File: src/rtl/dma_hold_pkg.sv
package dma_hold_pkg;

  localparam int WIN_CODE_W   = 2;
  localparam int WIN_MAX_LOG2 = (1 << WIN_CODE_W) - 1;

  typedef struct packed {
    logic                  en;
    logic [WIN_CODE_W-1:0] code;
  } hold_cfg_t;

endpackage

File: src/rtl/dma_hold_beat_track.sv
module dma_hold_beat_track #(
  parameter int CNT_W = 16
) (
  input  logic             clk,
  input  logic             rst,
  input  logic             load_i,
  input  logic [CNT_W-1:0] cnt_i,
  input  logic             adv_i,
  output logic             valid_o,
  output logic             last_o,
  output logic [CNT_W-1:0] idx_next_o
);

  logic [CNT_W-1:0] left_q;
  logic [CNT_W-1:0] idx_q;
  logic             valid_q;
  logic             last_q;

  assign idx_next_o = idx_q + CNT_W'(1);
  assign valid_o    = valid_q;
  assign last_o     = last_q;

  always_ff @(posedge clk) begin
    if (rst) begin
      valid_q <= 1'b0;
      last_q  <= 1'b0;
      left_q  <= '0;
      idx_q   <= '0;
    end else if (load_i) begin
      valid_q <= |cnt_i;
      last_q  <= (cnt_i == CNT_W'(1));
      left_q  <= cnt_i;
      idx_q   <= '0;
    end else if (adv_i) begin
      if (last_q) begin
        valid_q <= 1'b0;
        last_q  <= 1'b0;
        left_q  <= '0;
      end else begin
        idx_q  <= idx_next_o;
        left_q <= left_q - CNT_W'(1);
        last_q <= (left_q == CNT_W'(2));
      end
    end
  end

  // the flag marks the beat with exactly one byte left
  a_r7_last_matches_left: assert property (@(posedge clk) disable iff (rst)
    valid_q |-> (last_q == (left_q == CNT_W'(1))));

  // nothing follows the accepted final beat
  a_r8_stop_after_last: assert property (@(posedge clk) disable iff (rst)
    (valid_q && last_q && adv_i && !load_i) |=> !valid_q);

  // an empty load offers no beat
  a_r11_empty_load: assert property (@(posedge clk) disable iff (rst)
    (load_i && (cnt_i == '0)) |=> !valid_q);

endmodule

File: src/rtl/dma_hold_addr_calc.sv
module dma_hold_addr_calc
  import dma_hold_pkg::*;
#(
  parameter int ADDR_W = 32,
  parameter int CNT_W  = 16
) (
  input  logic [ADDR_W-1:0] base_i,
  input  logic [CNT_W-1:0]  idx_i,
  input  hold_cfg_t         cfg_i,
  output logic [ADDR_W-1:0] addr_o
);

  localparam int PAD_W = ADDR_W - CNT_W;

  logic [CNT_W-1:0] win_mask;
  logic [CNT_W-1:0] offset;

  // mask bit k survives when hold is off, or when the window covers bit k
  for (genvar k = 0; k < CNT_W; k++) begin : g_mask
    if (k < WIN_MAX_LOG2) begin : g_win
      assign win_mask[k] = ~cfg_i.en | (cfg_i.code > WIN_CODE_W'(k));
    end else begin : g_lin
      assign win_mask[k] = ~cfg_i.en;
    end
  end

  assign offset = idx_i & win_mask;
  assign addr_o = base_i + {{PAD_W{1'b0}}, offset};

endmodule

File: src/rtl/dma_hold_addr_gen.sv
module dma_hold_addr_gen
  import dma_hold_pkg::*;
#(
  parameter int ADDR_W = 32,
  parameter int CNT_W  = 16
) (
  input  logic                  clk,
  input  logic                  rst,
  input  logic                  start_i,
  input  logic [ADDR_W-1:0]     start_addr_i,
  input  logic [CNT_W-1:0]      byte_cnt_i,
  input  logic                  hold_en_i,
  input  logic [WIN_CODE_W-1:0] hold_code_i,
  input  logic                  beat_ready_i,
  output logic                  beat_valid_o,
  output logic [ADDR_W-1:0]     beat_addr_o,
  output logic                  beat_last_o
);

  logic [ADDR_W-1:0] base_q;
  logic [ADDR_W-1:0] addr_q;
  logic [ADDR_W-1:0] addr_next;
  hold_cfg_t         cfg_q;
  logic [CNT_W-1:0]  idx_next;
  logic              adv;

  assign adv         = beat_valid_o && beat_ready_i;
  assign beat_addr_o = addr_q;

  dma_hold_beat_track #(.CNT_W(CNT_W)) u_track (
    .clk        (clk),
    .rst        (rst),
    .load_i     (start_i),
    .cnt_i      (byte_cnt_i),
    .adv_i      (adv),
    .valid_o    (beat_valid_o),
    .last_o     (beat_last_o),
    .idx_next_o (idx_next)
  );

  dma_hold_addr_calc #(.ADDR_W(ADDR_W), .CNT_W(CNT_W)) u_calc (
    .base_i (base_q),
    .idx_i  (idx_next),
    .cfg_i  (cfg_q),
    .addr_o (addr_next)
  );

  always_ff @(posedge clk) begin
    if (rst) begin
      base_q <= '0;
      addr_q <= '0;
      cfg_q  <= '0;
    end else if (start_i) begin
      base_q <= start_addr_i;
      addr_q <= start_addr_i;
      cfg_q  <= '{en: hold_en_i, code: hold_code_i};
    end else if (adv && !beat_last_o) begin
      addr_q <= addr_next;
    end
  end

  // idle after reset
  a_r1_reset_idle: assert property (@(posedge clk)
    rst |=> (!beat_valid_o && !beat_last_o));

  // a load presents the new start address at once
  a_r2_first_beat: assert property (@(posedge clk) disable iff (rst)
    (start_i && (byte_cnt_i != '0)) |=>
      (beat_valid_o && (beat_addr_o == $past(start_addr_i))));

  // an unaccepted beat is held
  a_r9_stall_stable: assert property (@(posedge clk) disable iff (rst)
    (beat_valid_o && !beat_ready_i && !start_i) |=>
      (beat_valid_o && $stable(beat_addr_o) && $stable(beat_last_o)));

  // linear step of one byte
  a_r3_linear_step: assert property (@(posedge clk) disable iff (rst)
    (!cfg_q.en && adv && !beat_last_o && !start_i) |=>
      (beat_addr_o == $past(beat_addr_o) + ADDR_W'(1)));

  // held addresses never leave the window
  a_r4_in_window: assert property (@(posedge clk) disable iff (rst)
    (cfg_q.en && beat_valid_o) |->
      ((beat_addr_o - base_q) < (ADDR_W'(1) << cfg_q.code)));

endmodule

File: config.mk
export PLATFORM = sky130hd
export DESIGN_NAME = dma_hold_addr_gen
export DESIGN_NICKNAME = d
export VERILOG_FILES = /design/src/rtl/dma_hold_pkg.sv /design/src/rtl/dma_hold_beat_track.sv /design/src/rtl/dma_hold_addr_calc.sv /design/src/rtl/dma_hold_addr_gen.sv
export SDC_FILE = /design/constraint.sdc
export NUM_CORES = 1
export LEC_CHECK = 0
export BUFFER_PORTS_ARGS = -buffer_cell sky130_fd_sc_hd__buf_2
export CAP_MARGIN = 20
export CORE_UTILIZATION = 35
export CTS_BUF_LIST = sky130_fd_sc_hd__clkbuf_8
export DETAILED_ROUTE_END_ITERATION = 8
export GPL_TIMING_DRIVEN = 0
export PLACE_DENSITY = 0.65
export SYNTH_ARGS = -nofsm -noshare
export SYNTH_HDL_FRONTEND = slang
export SYNTH_SLANG_ARGS = --single-unit
File: constraint.sdc
create_clock -name clk -period 9 [get_ports clk]
set_input_delay 1.35 -clock clk [delete_from_list [all_inputs] [get_ports clk]]
set_output_delay 1.35 -clock clk [all_outputs]
set_load 0.01 [all_outputs]
* Word-level counts from Yosys, hierarchy flattened
Index checks and enable logic that the tools add are counted.
** Storage, ports and cells
- Register bits :: 101
- Bits of input ports :: 55
- Output and inout port bits :: 34
- Logic and storage cells :: 43
** Operators by class
- Add/sub/neg operators :: 3
- $lt $le $gt $ge :: 3
- Equal/unequal tests :: 2
- Mux-type cells :: 11
- Bitwise gates (word level) :: 6
- Reduce and logical (&&, ||, !) cells :: 10
** Operators by type and width (count)
- two-way mux 32 bit :: 2
- two-way mux 16 bit :: 3
- adder 32 x 16 -> 32 bit :: 1
- adder 16 x 1 -> 16 bit (second input constant) :: 1
- bitwise AND 16 bit :: 1
- equality test 16 x 1 -> 1 bit (second input constant) :: 1
- equality test 16 x 2 -> 1 bit (second input constant) :: 1
- OR reduction 16 bit :: 1
- subtractor 16 x 1 -> 16 bit (second input constant) :: 1
- two-way mux 1 bit :: 6
- nonzero test 2 bit :: 3
- > comparator 2 x 1 -> 1 bit (second input constant) :: 2
- AND reduction 2 bit :: 2
- bitwise OR 1 bit :: 3
- > comparator 2 bit (second input constant) :: 1
- logical AND 1 bit :: 2
- NOT 1 bit :: 2
- OR reduction 2 bit :: 1
- logical NOT 1 bit :: 1

* Logic depth before layout (Yosys ltp)
Gate-level depths: netlist of the first run.
- Word-level depth :: 6
- Gate-level depth with buffers :: 16
- Depth with buffers taken out :: 15

* Modules after synthesis
A second synthesis of the first run with hierarchy kept.
** Second synthesis, totals
- Cell total of the unflattened synthesis :: 717
- Area, all modules :: 6571.3 um2
** By module, submodules not included
- dma_hold_addr_gen :: times used 1, cells each 296, area each 3328.2 um2, sequential area each 1341.3 um2
- dma_hold_beat_track :: times used 1, cells each 253, area each 2029.4 um2, sequential area each 680.7 um2
- dma_hold_addr_calc :: times used 1, cells each 168, area each 1213.7 um2, sequential area each 0.0 um2

* Worst setup path before layout of the first run
OpenSTA, ideal clock, no wires.
- Path type :: register -> register
- Start :: reg u_track.idx_q[0]
- End :: reg addr_q[30], in the netlist beat_addr_o[30]
- Setup time :: 79 ps
- Arrival :: 3350 ps
- Required time :: 8921 ps
- Setup slack :: 5570 ps
- Cell stages (with the launch flop) :: 16
- Path buffers :: 1
- Period minus slack after synthesis :: 3430 ps
- Cell sequence :: dfxtp_1 > ha_1 > nand3_1 > nor2_1 > and2_1 > nand2_1 > or3_1 > a21oi_1 > ha_1 > clkbuf_1 > o21a_1 > o21a_1 > nand4_1 > mux2_1 > mux2_2 > a211oi_2
** On the way
- Cells in the longest elaborated chain, start to end :: 5
** RTL lines
- start, declared :: line dma_hold_beat_track.sv:15 : logic [CNT_W-1:0] idx_q;
- start signal, assigned :: line dma_hold_beat_track.sv:40 : idx_q <= idx_next_o;
- adder 16 x 1 -> 16 bit :: line dma_hold_beat_track.sv:19 : assign idx_next_o = idx_q + CNT_W'(1);
- bitwise AND 16 bit :: line dma_hold_addr_calc.sv:27 : assign offset = idx_i & win_mask;
- adder 32 x 16 -> 32 bit :: line dma_hold_addr_calc.sv:28 : assign addr_o = base_i + {{PAD_W{1'b0}}, offset};
- two-way mux 32 bit :: line dma_hold_addr_gen.sv:57 : end else if (adv && !beat_last_o) begin
- two-way mux 32 bit :: line dma_hold_addr_gen.sv:53 : end else if (start_i) begin
- end signal, assigned :: line dma_hold_addr_gen.sv:55 : addr_q <= start_addr_i;
- end signal, assigned :: line dma_hold_addr_gen.sv:58 : addr_q <= addr_next;
- end, declared :: line dma_hold_addr_gen.sv:21 : logic [ADDR_W-1:0] addr_q;
No other way between the ends. The select of a mux whose other input is x is not followed.
A chain may end at the register's enable or synchronous reset.

* Worst setup path after layout of the first run
- Start :: reg u_track.idx_q[2]
- End :: reg addr_q[19], in the netlist beat_addr_o[19]
The elaborated chain is that of the path after synthesis.

==> results of run 1 <==
## worst paths after layout
path	endpoint	depth (start not counted)
setup / recovery	beat_addr_o[19]$_SDFFE_PP0P_	15
hold / removal	beat_addr_o[28]$_SDFFE_PP0P_	2
setup reg to reg	beat_addr_o[19]$_SDFFE_PP0P_	15
hold reg to reg	beat_addr_o[28]$_SDFFE_PP0P_	2
## through the flow
stage	std cells	util
after global placement	985	0.4088
after floorplan	687	-
final	1000	0.4217
after CTS	1000	0.4217
after detailed placement	985	0.4088
after global routing	1000	0.4217
## area by class of cell
type	instances	area, sq um	share of cell area
buffer	36	140.1	0.02162
clock buffer	11	151.4	0.02335
clock inverter	4	47.55	0.007334
inverter	13	48.80	0.007528
multi-input combinational	537	3373	0.5204
sequential	101	2022	0.3119
tap	211	264.0	0.04073
timing repair buffer	87	435.4	0.06717
## worst register-to-register path: stages, from the launching register on
cell	delay, ps
dfxtp_1	420
nand3_1	190
nor2_1	250
and3_1	180
buf_2	190
nand3_1	210
or3_1	350
a21oi_1	300
ha_1	170
clkbuf_1	290
and3_1	290
nand2_1	70
o32ai_1	650
nand4_1	220
mux2i_1	220
o21ai_1	70
## kinds of logic (layout without fill, tap and decap cells)
| group | after synthesis | in the layout | synth area share |
|---|---|---|---|
| AO/OA/AOI/OAI | 170 | 170 | 0.1987 |
| XOR/XNOR | 46 | 46 | 0.07215 |
| adder cells (fa/ha/maj) | 20 | 20 | 0.04616 |
| buffers and inverters | 49 | 151 | 0.03383 |
| flip-flops | 101 | 101 | 0.3621 |
| multiplexers | 40 | 40 | 0.07237 |
| AND/OR/NAND/NOR | 261 | 261 | 0.2147 |
## power breakdown
part / leakage, nW / total (W) / internal (W) / switching (W)
combinational: 1.87 / 0.000151 / 0.0000588 / 0.0000917
clock: 0.101 / 0.000306 / 0.000141 / 0.000165
sequential: 0.831 / 0.000492 / 0.000471 / 0.0000203
## metal layers
layer | vias up | GRT usage
met5 | - | 0
met4 | 0 | 0.04567
met3 | 17 | 0.04716
met2 | 187 | 0.3437
met1 | 2526 | 0.2929
li1 | 2661 | -
## placed cells by master, fill, tap and decap left out, drive strengths merged, types with 18 or more instances in the layout
cell      n
xnor2    18
nor2    106
xor2     28
ha       19
nand2    60
dfxtp   101
mux2i    37
o21ai    31
buf      94
clkbuf   40
a21oi    55
nor3     19
## state kept, by name, indices dropped and copies added (netlist names)
register / flops
u_track.last_o: 1
u_track.idx_q: 16
u_track.valid_o: 1
cfg_q: 3
u_track.left_q: 16
beat_addr_o: 32
base_q: 32
==> results.md, run 1 <==
- The run finished with clean final reports.
- Hold is met by 448.8 ps.
- The worst-case clock buffer depth is 2.
- The detailed router's first-iteration violation count is between 400 and 500.
- In this run the most critical hold path is launched from beat_addr_o[28]$_SDFFE_PP0P_.
- The root buffer cell chosen for the clock tree is clkbuf_8.
- The total power draw is 0.0009482 W.
- 0 antenna diodes ended up in the layout.
- The number of clock buffers inserted by TritonCTS is 9.
- The number of library cell types mapped by synthesis is 58.
- In this run, post-CTS repair resized a total of 0 instances.
- Together, buffers and inverters on the worst path number 2.
- The finished cells cover ~6500 sq um.
- STA classifies the critical path endpoint as a flip-flop.
- Yosys printed 0 warnings.
- The tightest slew margin relative to the limit is 0.4093.
- The shortest clock period the worst path allows after layout is between 4000 and 5000 ps.
- The proportion of register bits with asynchronous set or reset after synthesis is 0.
- The period utilization is 0.4651.
- The first-pass GRT wire length is 26,900 microns.
- The slowest stage of the critical path belongs to the cell o32ai_1.
- The critical path goes through nand3_1 -> nor2_1 -> and3_1 -> buf_2 -> nand3_1 -> or3_1 -> a21oi_1 -> ha_1 -> clkbuf_1 -> and3_1 -> nand2_1 -> o32ai_1 -> nand4_1 -> mux2i_1 -> o21ai_1.
- For this run, design rule violations remaining after detail routing come to 0.
- The start of the worst register-to-register path is u_track.idx_q[2]$_SDFFE_PP0P_.
- Data on the critical path arrives at its endpoint at 4450 ps.
- Based on the critical path, the design can be clocked at up to between 200 and 250 MHz.
- The number of endpoints with negative hold slack in the final report is 0.
- The total setup buffers inserted after CTS is 0.
- The HPWL after detailed placement is 12,660 microns.
- Setup violations remaining at the end of the flow were counted as 0.
- The placement-stage cell area is roughly 6300 sq um.
- The dominant synthesized flop cell is dfxtp_1.
- Signal routing reaches up to met4.
- At the end of routability-driven placement, the weighted congestion stood at between 0.8 and 0.9.
- Global routing finished with a remaining overflow of 0.
- Setup repair after global routing left no endpoint under its margin.
- In the post-route analysis, the smallest setup slack over all paths is 4814 ps.
- The first-pass iteration count of the detailed router is 5.
- Each instance of the synthesized netlist takes up on average between 8 and 9 sq um.
- The combined area of all synthesized cells is 5584 sq um.
- IR analysis of the VDD net gives a maximum drop of 0.0001055 V.
- The vertical die dimension is 128.3 microns.
- The post-synthesis cell type with the largest combined area is dfxtp_1.
- The type of origin of the critical path is a flip-flop.
- The worst setup path is of the flip-flop to flip-flop kind.
- Prior to clock tree synthesis, the placed netlist has a worst setup slack of 4893 ps.
- The flip-flop and latch count after synthesis is 101.
- The total negative slack is 0 ps.
- The CTS clock-pin slew for the worst setup and hold paths is 100 ps.
- For this run, the slowest stage of the critical path takes 650 ps.
- The routed design uses 7787 microns of met2 wire.
- The share of synthesized area in the top cell type comes to 0.3621.
- The count of pins on the block boundary is 89.
- The number of flops mapped to enable cells by yosys is 0.
- The most instantiated library cell after synthesis is nor2_1.
- Counting every net in the synthesized netlist gives 762.
- The tightest min-delay check is of the flip-flop to flip-flop type.
- The level count of the clock H-tree is 3.
- After detailed routing, the total wire length is 17,060 microns.
- The data required time of the critical path is slightly above 9000 ps.
- The maximum net fanout on the critical path is 8.
- For this run, the post-layout net count is 860.
- The standard cell core area is 15,370 sq um.
- At the pin with the least slew margin, the transition time is between 800 and 900 ps.
- The number of input and output port buffers inserted is 87.
- The cell type group with the largest total delay on the critical path is simple AND/OR/NAND/NOR gates.
- The number of antenna violations at the first check in global routing is 0.
- The die covers around 16,000 sq um.
- The critical path starts at u_track.idx_q[2]$_SDFFE_PP0P_.
- The area growth from synthesis to layout is 16.09%.
- The routed length on met3 is 1115 microns.
- For this design, the CTS-stage hold fixing added 0 buffers.
- The gate count of the mapped netlist is roughly 690.
- The count of filler cells inserted in the layout is 1,559.
- The number of pins exceeding their max-slew limit in the final report is 0.
- The total number of clock tree sinks is 101.
- The initialized floorplan defines 45 standard-cell rows.
- In the global route stage, overall resource usage came out at 0.2140.
- The ratio of cells with drive above 1 in the final layout is 0.1432.
- The setup slack of the worst register-to-register path is 4810 ps.
- The via density per instance is 5.391.
- Dividing total power by cell area gives a power density of 146.3 nW/um^2.
- The initial core utilization is 0.3633.
- The sequential cell area fraction in the yosys report is 0.3621.
- After synthesis, the most frequently instantiated cells are nor2_1 (106), dfxtp_1 (101), nand2_1 (60), a21oi_1 (55), mux2i_1 (37).
- The count of maximum capacitance violations is 0.
- The detail route stage leaves a number of antenna-violating nets equal to 0.
- The vias after detailed routing is 5,391.
- At the later pin of the worst-skew pair, clock insertion delay measures 400 ps.
- In this run the static leakage power is around 2.8 nW.
- For this block, wires on met1 add up to around 8000 microns.
- The horizontal die dimension is 128.3 microns.
- After synthesis, the cell types taking the most area are dfxtp_1 (36%), nor2_1 (7.1%), mux2i_1 (6.6%).
- The clock skew after layout is roughly 18 ps.
- After detailed routing, the average wire length per cell comes to 17.06 microns.
- The CTS tree is done.
- The largest net degree at the start of global routing is 16.
- The via count of the first global-routing pass is 4,996.
No activity file was read; power rests on OpenSTA's default activity.
==> run 2, diff against run 1 <==
clock period = 4.15 ns   (was 9 ns; I/O delays follow)
==> results.md, run 2 (synthesized netlist as in run 1, its figures left out) <==
- The total of endpoints with negative setup slack in the final report is 0 (unchanged).
- The aggregate global-route resource usage is 0.2140 (unchanged).
- The total negative slack came to 0 ps (unchanged).
- The horizontal die dimension is 128.3 microns (unchanged).
- Walking the worst path, the cells encountered are ha_1 -> nand3_1 -> nor2_2 -> and2_2 -> nand2_1 -> xor2_1 -> nor2_1 -> ha_1 -> clkbuf_1 -> a21oi_1 -> nand2_1 -> a211oi_2 -> o31ai_4 -> nand4_1 -> mux2_1 -> a311oi_1.
- The wire length per cell after detailed routing is 17.13 microns (+0.42%).
- The library cells used most frequently in the layout, excluding fill and tap cells, are nor2_1 (105), dfxtp_1 (101), buf_2 (91), nand2_1 (60), a21oi_1 (54).
- The multi-input logic area was 3388 sq um (+0.44%).
- The worst hold margin is 448.2 ps (-0.5840 ps).
- The static leakage power is 2.799 nW (about the same).
- The CTS tree is done.
- The antenna diode count is 0 (unchanged).
- The worst-case reg-to-reg path depth came to 16 (+1).
- The CTS clock-pin slew for the worst setup and hold paths is 100 ps (about the same).
- The number of antenna violations at the first check in global routing is 0 (unchanged).
- The vias after detailed routing is 5,408 (+0.32%).
- The count of filler cells inserted in the layout came to 1,557 (-0.13%).
- The via density per instance is 5.413 (+0.42%).
- The clock skew after layout is 16.50 ps (-1.800 ps).
- The master cell of the clock root buffer is clkbuf_8.
- The standard cell core area came to 15,370 sq um (unchanged).
- The vertical die dimension is 128.3 microns (unchanged).
- The first-pass iteration count of the detailed router is 5 (unchanged).
- The number of input and output port buffers inserted is 87 (unchanged).
- The DRC violation count after routing is 0 (unchanged).
- The sequential cell area was 2022 sq um (unchanged).
- The number of clock buffers inserted by TritonCTS came to 9 (unchanged).
- The path class of the tightest hold or removal check is flip-flop to flip-flop.
- The power per standard cell area is 316.9 nW/um^2 (+120%).
- The largest stage delay on the critical path was 460 ps (-190 ps).
- The final global-route overflow total is 0 (unchanged).
- The number of endpoints with negative hold slack in the final report is 0 (unchanged).
- The cell at the slowest stage of the critical path is a211oi_2.
- The count of maximum capacitance violations is 0 (unchanged).
- The worst-skew pair later-pin latency is 400 ps (about the same).
- The setup slack after layout is 276.6 ps (-4538 ps).
- The period utilization is 0.9334 (+0.4683).
- The ratio of cells with drive above 1 in the final layout is 0.1485 (+0.005258).
- The kind of end point of the critical path is a flip-flop.
- The via count of the first global-routing pass came to 4,996 (unchanged).
- The worst IR drop on VDD is 0.0002295 V (+120%).
- The worst setup path is launched from a flip-flop.
- The achievable frequency is 258.2 MHz (+8.1%).
- The flow ran to the end, and the final reports show no timing, DRC or antenna violations.
- The detailed router's first-iteration violation count is 475 (+17%).
- The first-pass GRT wire length is 26,900 microns (unchanged).
- The worst hold path begins at beat_addr_o[28]$_SDFFE_PP0P_.
- The initial core utilization is 0.3633 (unchanged).
- Setup repair after global routing left no endpoint under its margin.
- The arrival time at the worst endpoint is 4170 ps (-280 ps).
- The critical path is of the flip-flop to flip-flop type.
- The most critical setup path has its startpoint at u_track.idx_q[0]$_SDFFE_PP0P_.
- Relative to the synthesized area, the layout overhead comes to 16.29%.
- The placer congestion estimate was 0.8758 (unchanged).
- The maximum net fanout on the critical path is 7 (-1).
- The sum of net half-perimeters after detailed placement was 12,660 microns (unchanged).
- The endpoint of the worst register-to-register path is beat_addr_o[27]$_SDFFE_PP0P_.
- The setup slack of the worst register-to-register path is 280 ps (-4540 ps).
- The tightest slew margin relative to the limit was 0.3988 (-0.01047).
- The actual slew at the worst max-slew pin is 901.8 ps (+15.70 ps).
- The setup slack after placement is 42.60 ps (-4850 ps).
- The total die area is 16,460 sq um (unchanged).
- The total setup buffers inserted after CTS was 0 (unchanged).
- The count of pins on the block boundary is 89 (unchanged).
- The number of antenna-violating nets in the routed design is 0 (unchanged).
- The row count is 45 (unchanged).
- The worst-case clock buffer depth is 2 (unchanged).
- The shortest clock period the worst path allows after layout was 3873 ps (-312.3 ps).
- The level count of the clock H-tree came to 3 (unchanged).
- The number of pins exceeding their max-slew limit in the final report is 0 (unchanged).
- The data required time of the critical path is 4450 ps (-4810 ps).
- The most common cell after layout, fill and taps aside is nor2_1.
- Following the worst setup path forward leads to its endpoint at beat_addr_o[27]$_SDFFE_PP0P_.
- The worst register-to-register path begins at u_track.idx_q[0]$_SDFFE_PP0P_.
- The number of nets in the final layout was 859 (-0.12%).
- The total number of clock tree sinks is 101 (unchanged).
- The largest net degree at the start of global routing was 16 (unchanged).
- The routed wire length came to 17,110 microns (+0.32%).
## run 2: cell types whose count changed in the layout (fill, tap and decap cells not counted)
cell | previous run | this run
o32ai_1 | 2 | 1
nor2_1 | 106 | 105
o32ai_2 | 0 | 1
and2_1 | 4 | 3
nor2_2 | 0 | 1
clkbuf_1 | 29 | 28
and2_2 | 0 | 1
a21oi_1 | 55 | 54
a21oi_2 | 0 | 1
## run 2: area by class of cell
cell class,instances,share of cell area
clock buffer,11,0.02331
inverter,13,0.007514
clock inverter,4,0.007322
sequential,101,0.3114
timing repair buffer,87,0.06705
buffer,35,0.02100
tap,211,0.04066
multi-input combinational,537,0.5218
## run 2: repair_timing
action | in CTS | in global routing
hold buffers | 0 | 0
resized for setup | 0 | 4
setup endpoints to repair | 0 | 9
## run 2: worst min path at each step
| stage | end | slack, ps | cells past startpoint |
|---|---|---|---|
| 6_report | beat_addr_o[28]$_SDFFE_PP0P_ | 450 | 2 |
| 3_5_place_dp | beat_addr_o[28]$_SDFFE_PP0P_ | 440 | 2 |
| 3_3_place_gp | beat_addr_o[25]$_SDFFE_PP0P_ | 440 | 2 |
| 2_1_floorplan | u_track.left_q[10]$_SDFFE_PP0P_ | 450 | 2 |
| 5_1_grt | beat_addr_o[12]$_SDFFE_PP0P_ | 450 | 2 |
| 4_1_cts | beat_addr_o[12]$_SDFFE_PP0P_ | 450 | 2 |
## run 2: power by group
| part | total, W | switching [W] | internal, W |
|---|---|---|---|
| clock | 0.000665 | 0.000358 | 0.000307 |
| combinational | 0.000327 | 0.000199 | 0.000128 |
| sequential | 0.00107 | 0.0000443 | 0.00102 |
## run 2: critical path, delay by kind of cell, from the launching register on
kind / cells / cell delay [ps]
adders and majority gates: 2 / 470
buffers and inverters: 1 / 180
muxes: 1 / 330
AOI/OAI and AO/OA: 4 / 1090
xor gates and xnor gates: 1 / 180
and+or+nand+nor: 7 / 1110
DFF: 1 / 420
## run 2: per-stage QoR
step                        util  cell area, sq um  cells  total power, W
final                     0.4225              6494    999        0.002058
after global routing      0.4225              6494    999        0.002148
after CTS                 0.4217              6482   1000        0.002065
after detailed placement  0.4088              6284    985        0.001410
after global placement    0.4088              6284    985        0.001408
after floorplan                -              5584    687        0.001281
## run 2: per-layer routing
| layer | vias up | track usage | part of all wire |
|---|---|---|---|
| met4 | 0 | 0.04567 | 0.011 |
| met1 | 2553 | 0.2929 | 0.48 |
| met2 | 174 | 0.3437 | 0.45 |
| met5 | - | 0 | 0 |
| li1 | 2661 | - | - |
| met3 | 20 | 0.04716 | 0.057 |
==> run 3, diff against run 2 <==
CTS_BUF_LIST = not set   (was sky130_fd_sc_hd__clkbuf_8)
==> results.md, run 3 (synthesized netlist as in run 1, its figures left out) <==
- The flow ran to the end, and the final reports show no timing, DRC or antenna violations.
- The count of buffering cells on the critical path with inverters included came to 1 (unchanged).
- The antenna diode count is 0 (unchanged).
- The wire length per cell after detailed routing was 17.10 microns (-0.15%).
- The placer congestion estimate is 0.8758 (unchanged).
- The routed wire length is 17,090 microns (-0.15%).
- The aggregate global-route resource usage is 0.2141 (about the same).
- The sum of net half-perimeters after detailed placement is 12,660 microns (unchanged).
- Grouping stages by cell kind, the critical path spends the most delay in simple AND/OR/NAND/NOR gates.
- The row count is 45 (unchanged).
- The type of the most critical hold path is flip-flop to flip-flop.
- The via count of the first global-routing pass is 4,990 (-0.12%).
- The detailed router's first-iteration violation count came to 459 (-3.4%).
- The actual slew at the worst max-slew pin is 892.0 ps (-9.784 ps).
- The number of input and output port buffers inserted was 87 (unchanged).
- The CTS clock-pin slew for the worst setup and hold paths is 70 ps (-30 ps).
- The worst-case reg-to-reg path depth is 16 (unchanged).
- The critical path goes through ha_1 -> nand3_1 -> nor2_2 -> and2_2 -> nand2_1 -> xor2_1 -> nor2_1 -> ha_1 -> clkbuf_1 -> a21oi_1 -> nand2_1 -> a211oi_2 -> o31ai_4 -> nand4_1 -> mux2_1 -> a311oi_1.
- Setup repair after global routing left no endpoint under its margin.
- The total setup buffers inserted after CTS is 0 (unchanged).
- The slowest stage of the critical path is the a211oi_2 cell.
- The standard cell core area is 15,370 sq um (unchanged).
- The worst setup path is launched from a flip-flop.
- The hold path startpoint is beat_addr_o[28]$_SDFFE_PP0P_.
- The count of maximum capacitance violations is 0 (unchanged).
- The largest net degree at the start of global routing was 16 (unchanged).
- The number of endpoints with negative hold slack in the final report is 0 (unchanged).
- The number of cells in the finished layout apart from fillers is 999 (unchanged).
- The quantity of hold-fixing buffers added after cts came to 0 (unchanged).
- The worst hold path stage count is 2 (unchanged).
- The ratio of cells with drive above 1 in the final layout is 0.1485 (unchanged).
- The DRC violation count after routing is 0 (unchanged).
- The number of nets in the final layout was 859 (unchanged).
- The count of filler cells inserted in the layout is 1,545 (-0.77%).
- The worst hold path terminates at beat_addr_o[28]$_SDFFE_PP0P_.
- The total negative slack was 0 ps (unchanged).
- The setup slack of the worst register-to-register path came to 310 ps (+30 ps).
- The horizontal die dimension is 128.3 microns (unchanged).
- The tightest slew margin relative to the limit is 0.4053 (+0.006523).
- The clock skew after layout is 13.32 ps (-3.180 ps).
- The master cell of the clock root buffer is clkbuf_16.
- The total die area is 16,460 sq um (unchanged).
- The worst register-to-register path ends at beat_addr_o[27]$_SDFFE_PP0P_.
- The static leakage power is 2.845 nW (+1.7%).
- STA classifies the critical path endpoint as a flip-flop.
- The initial core utilization came to 0.3633 (unchanged).
- TritonCTS built the clock tree.
- The number of pins exceeding their max-slew limit in the final report is 0 (unchanged).
- The final global-route overflow total was 0 (unchanged).
- The area growth from synthesis to layout is 18.10%.
- The critical path is of the flip-flop to flip-flop type.
- The maximum net fanout on the critical path is 7 (unchanged).
- The period utilization is 0.9251 (-0.008240).
- The vias after detailed routing is 5,395 (-0.24%).
- The via density per instance is 5.400 (-0.24%).
- The first-pass GRT wire length came to 26,960 microns (+0.20%).
- The level count of the clock H-tree is 3 (unchanged).
- The number of clock buffers inserted by TritonCTS is 9 (unchanged).
- The total of endpoints with negative setup slack in the final report is 0 (unchanged).
- The sequential cell area is 2022 sq um (unchanged).
- The count of pins on the block boundary came to 89 (unchanged).
- The data required time of the critical path is 4410 ps (-40 ps).
- The multi-input logic area is 3388 sq um (unchanged).
- The arrival time at the worst endpoint is 4100 ps (-70 ps).
- The largest stage delay on the critical path is 470 ps (about the same).
- The top cell types in the final layout, fill and taps aside, are nor2_1 (105), dfxtp_1 (101), buf_2 (91), nand2_1 (60), a21oi_1 (54).
- The number of cells upsized or downsized after cts is 0 (unchanged).
- The worst-case clock buffer depth is 2 (unchanged).
- The shortest clock period the worst path allows after layout is 3839 ps (-34.19 ps).
- The worst IR drop on VDD came to 0.0002525 V (+10%).
- The number of antenna-violating nets in the routed design was 0 (unchanged).
- The vertical die dimension is 128.3 microns (unchanged).
- The startpoint identified for the worst register-to-register timing path is u_track.idx_q[0]$_SDFFE_PP0P_.
- The first-pass iteration count of the detailed router is 5 (unchanged).
- The count of placed standard cells including taps is 985 (unchanged).
- The achievable frequency is 260.5 MHz (+0.89%).
- The total number of clock tree sinks is 101 (unchanged).
- Leaving out fill and tap cells, the most frequent cell in the layout is nor2_1.
- The power per standard cell area is 344.2 nW/um^2 (+8.6%).
- The worst-skew pair later-pin latency is 360 ps (-40 ps).
- The number of antenna violations at the first check in global routing is 0 (unchanged).
[run 3: tightest hold or removal path, stage by stage (launching register included)]
cell and delay [ps]:
dfxtp_1 310, nand2_1 50, o21ai_1 50
[run 3: final cells by class]
class	instances	share of cell area
timing repair buffer	87	0.06602
clock inverter	4	0.007209
tap	211	0.04003
clock buffer	11	0.03832
sequential	101	0.3066
multi-input combinational	537	0.5138
buffer	35	0.02068
inverter	13	0.007399
[run 3: worst max-delay path by stage]
stage,slack [ps],from,depth (start not counted),end
after global routing,30,u_track.idx_q[0]$_SDFFE_PP0P_,15,beat_addr_o[30]$_SDFFE_PP0P_
after floorplan,720,u_track.idx_q[0]$_SDFFE_PP0P_,15,beat_addr_o[30]$_SDFFE_PP0P_
after global placement,100,u_track.idx_q[2]$_SDFFE_PP0P_,15,beat_addr_o[19]$_SDFFE_PP0P_
after detailed placement,40,u_track.idx_q[2]$_SDFFE_PP0P_,15,beat_addr_o[19]$_SDFFE_PP0P_
final,310,u_track.idx_q[0]$_SDFFE_PP0P_,16,beat_addr_o[27]$_SDFFE_PP0P_
after CTS,20,u_track.idx_q[2]$_SDFFE_PP0P_,15,beat_addr_o[19]$_SDFFE_PP0P_
[run 3: stage by stage]
stage          worst slack, ps  hold WS [ps]  total power (W)  instance area (sq um)  utilization
3_5_place_dp             42.60         441.5         0.001410                   6284       0.4088
2_1_floorplan            720.4         448.5         0.001281                   5584            -
3_3_place_gp             100.3         437.2         0.001408                   6284       0.4088
4_1_cts                  18.14         450.7         0.002280                   6584       0.4283
6_report                 310.8         446.3         0.002270                   6595       0.4291
5_1_grt                  28.40         488.1         0.002361                   6595       0.4291
[run 3: power by group]
part	internal [W]	switching (W)	total, W
clock	0.000496	0.000382	0.000878
combinational	0.000128	0.000198	0.000326
sequential	0.00102	0.0000443	0.00107
[run 3: layer usage]
metal / up-vias / GRT usage / wire [microns]
li1: 2669 / - / -
met1: 2520 / 0.2942 / 8012
met2: 197 / 0.3409 / 7824
met3: 9 / 0.04925 / 1098
met4: 0 / 0.04567 / 150
met5: - / 0 / 0
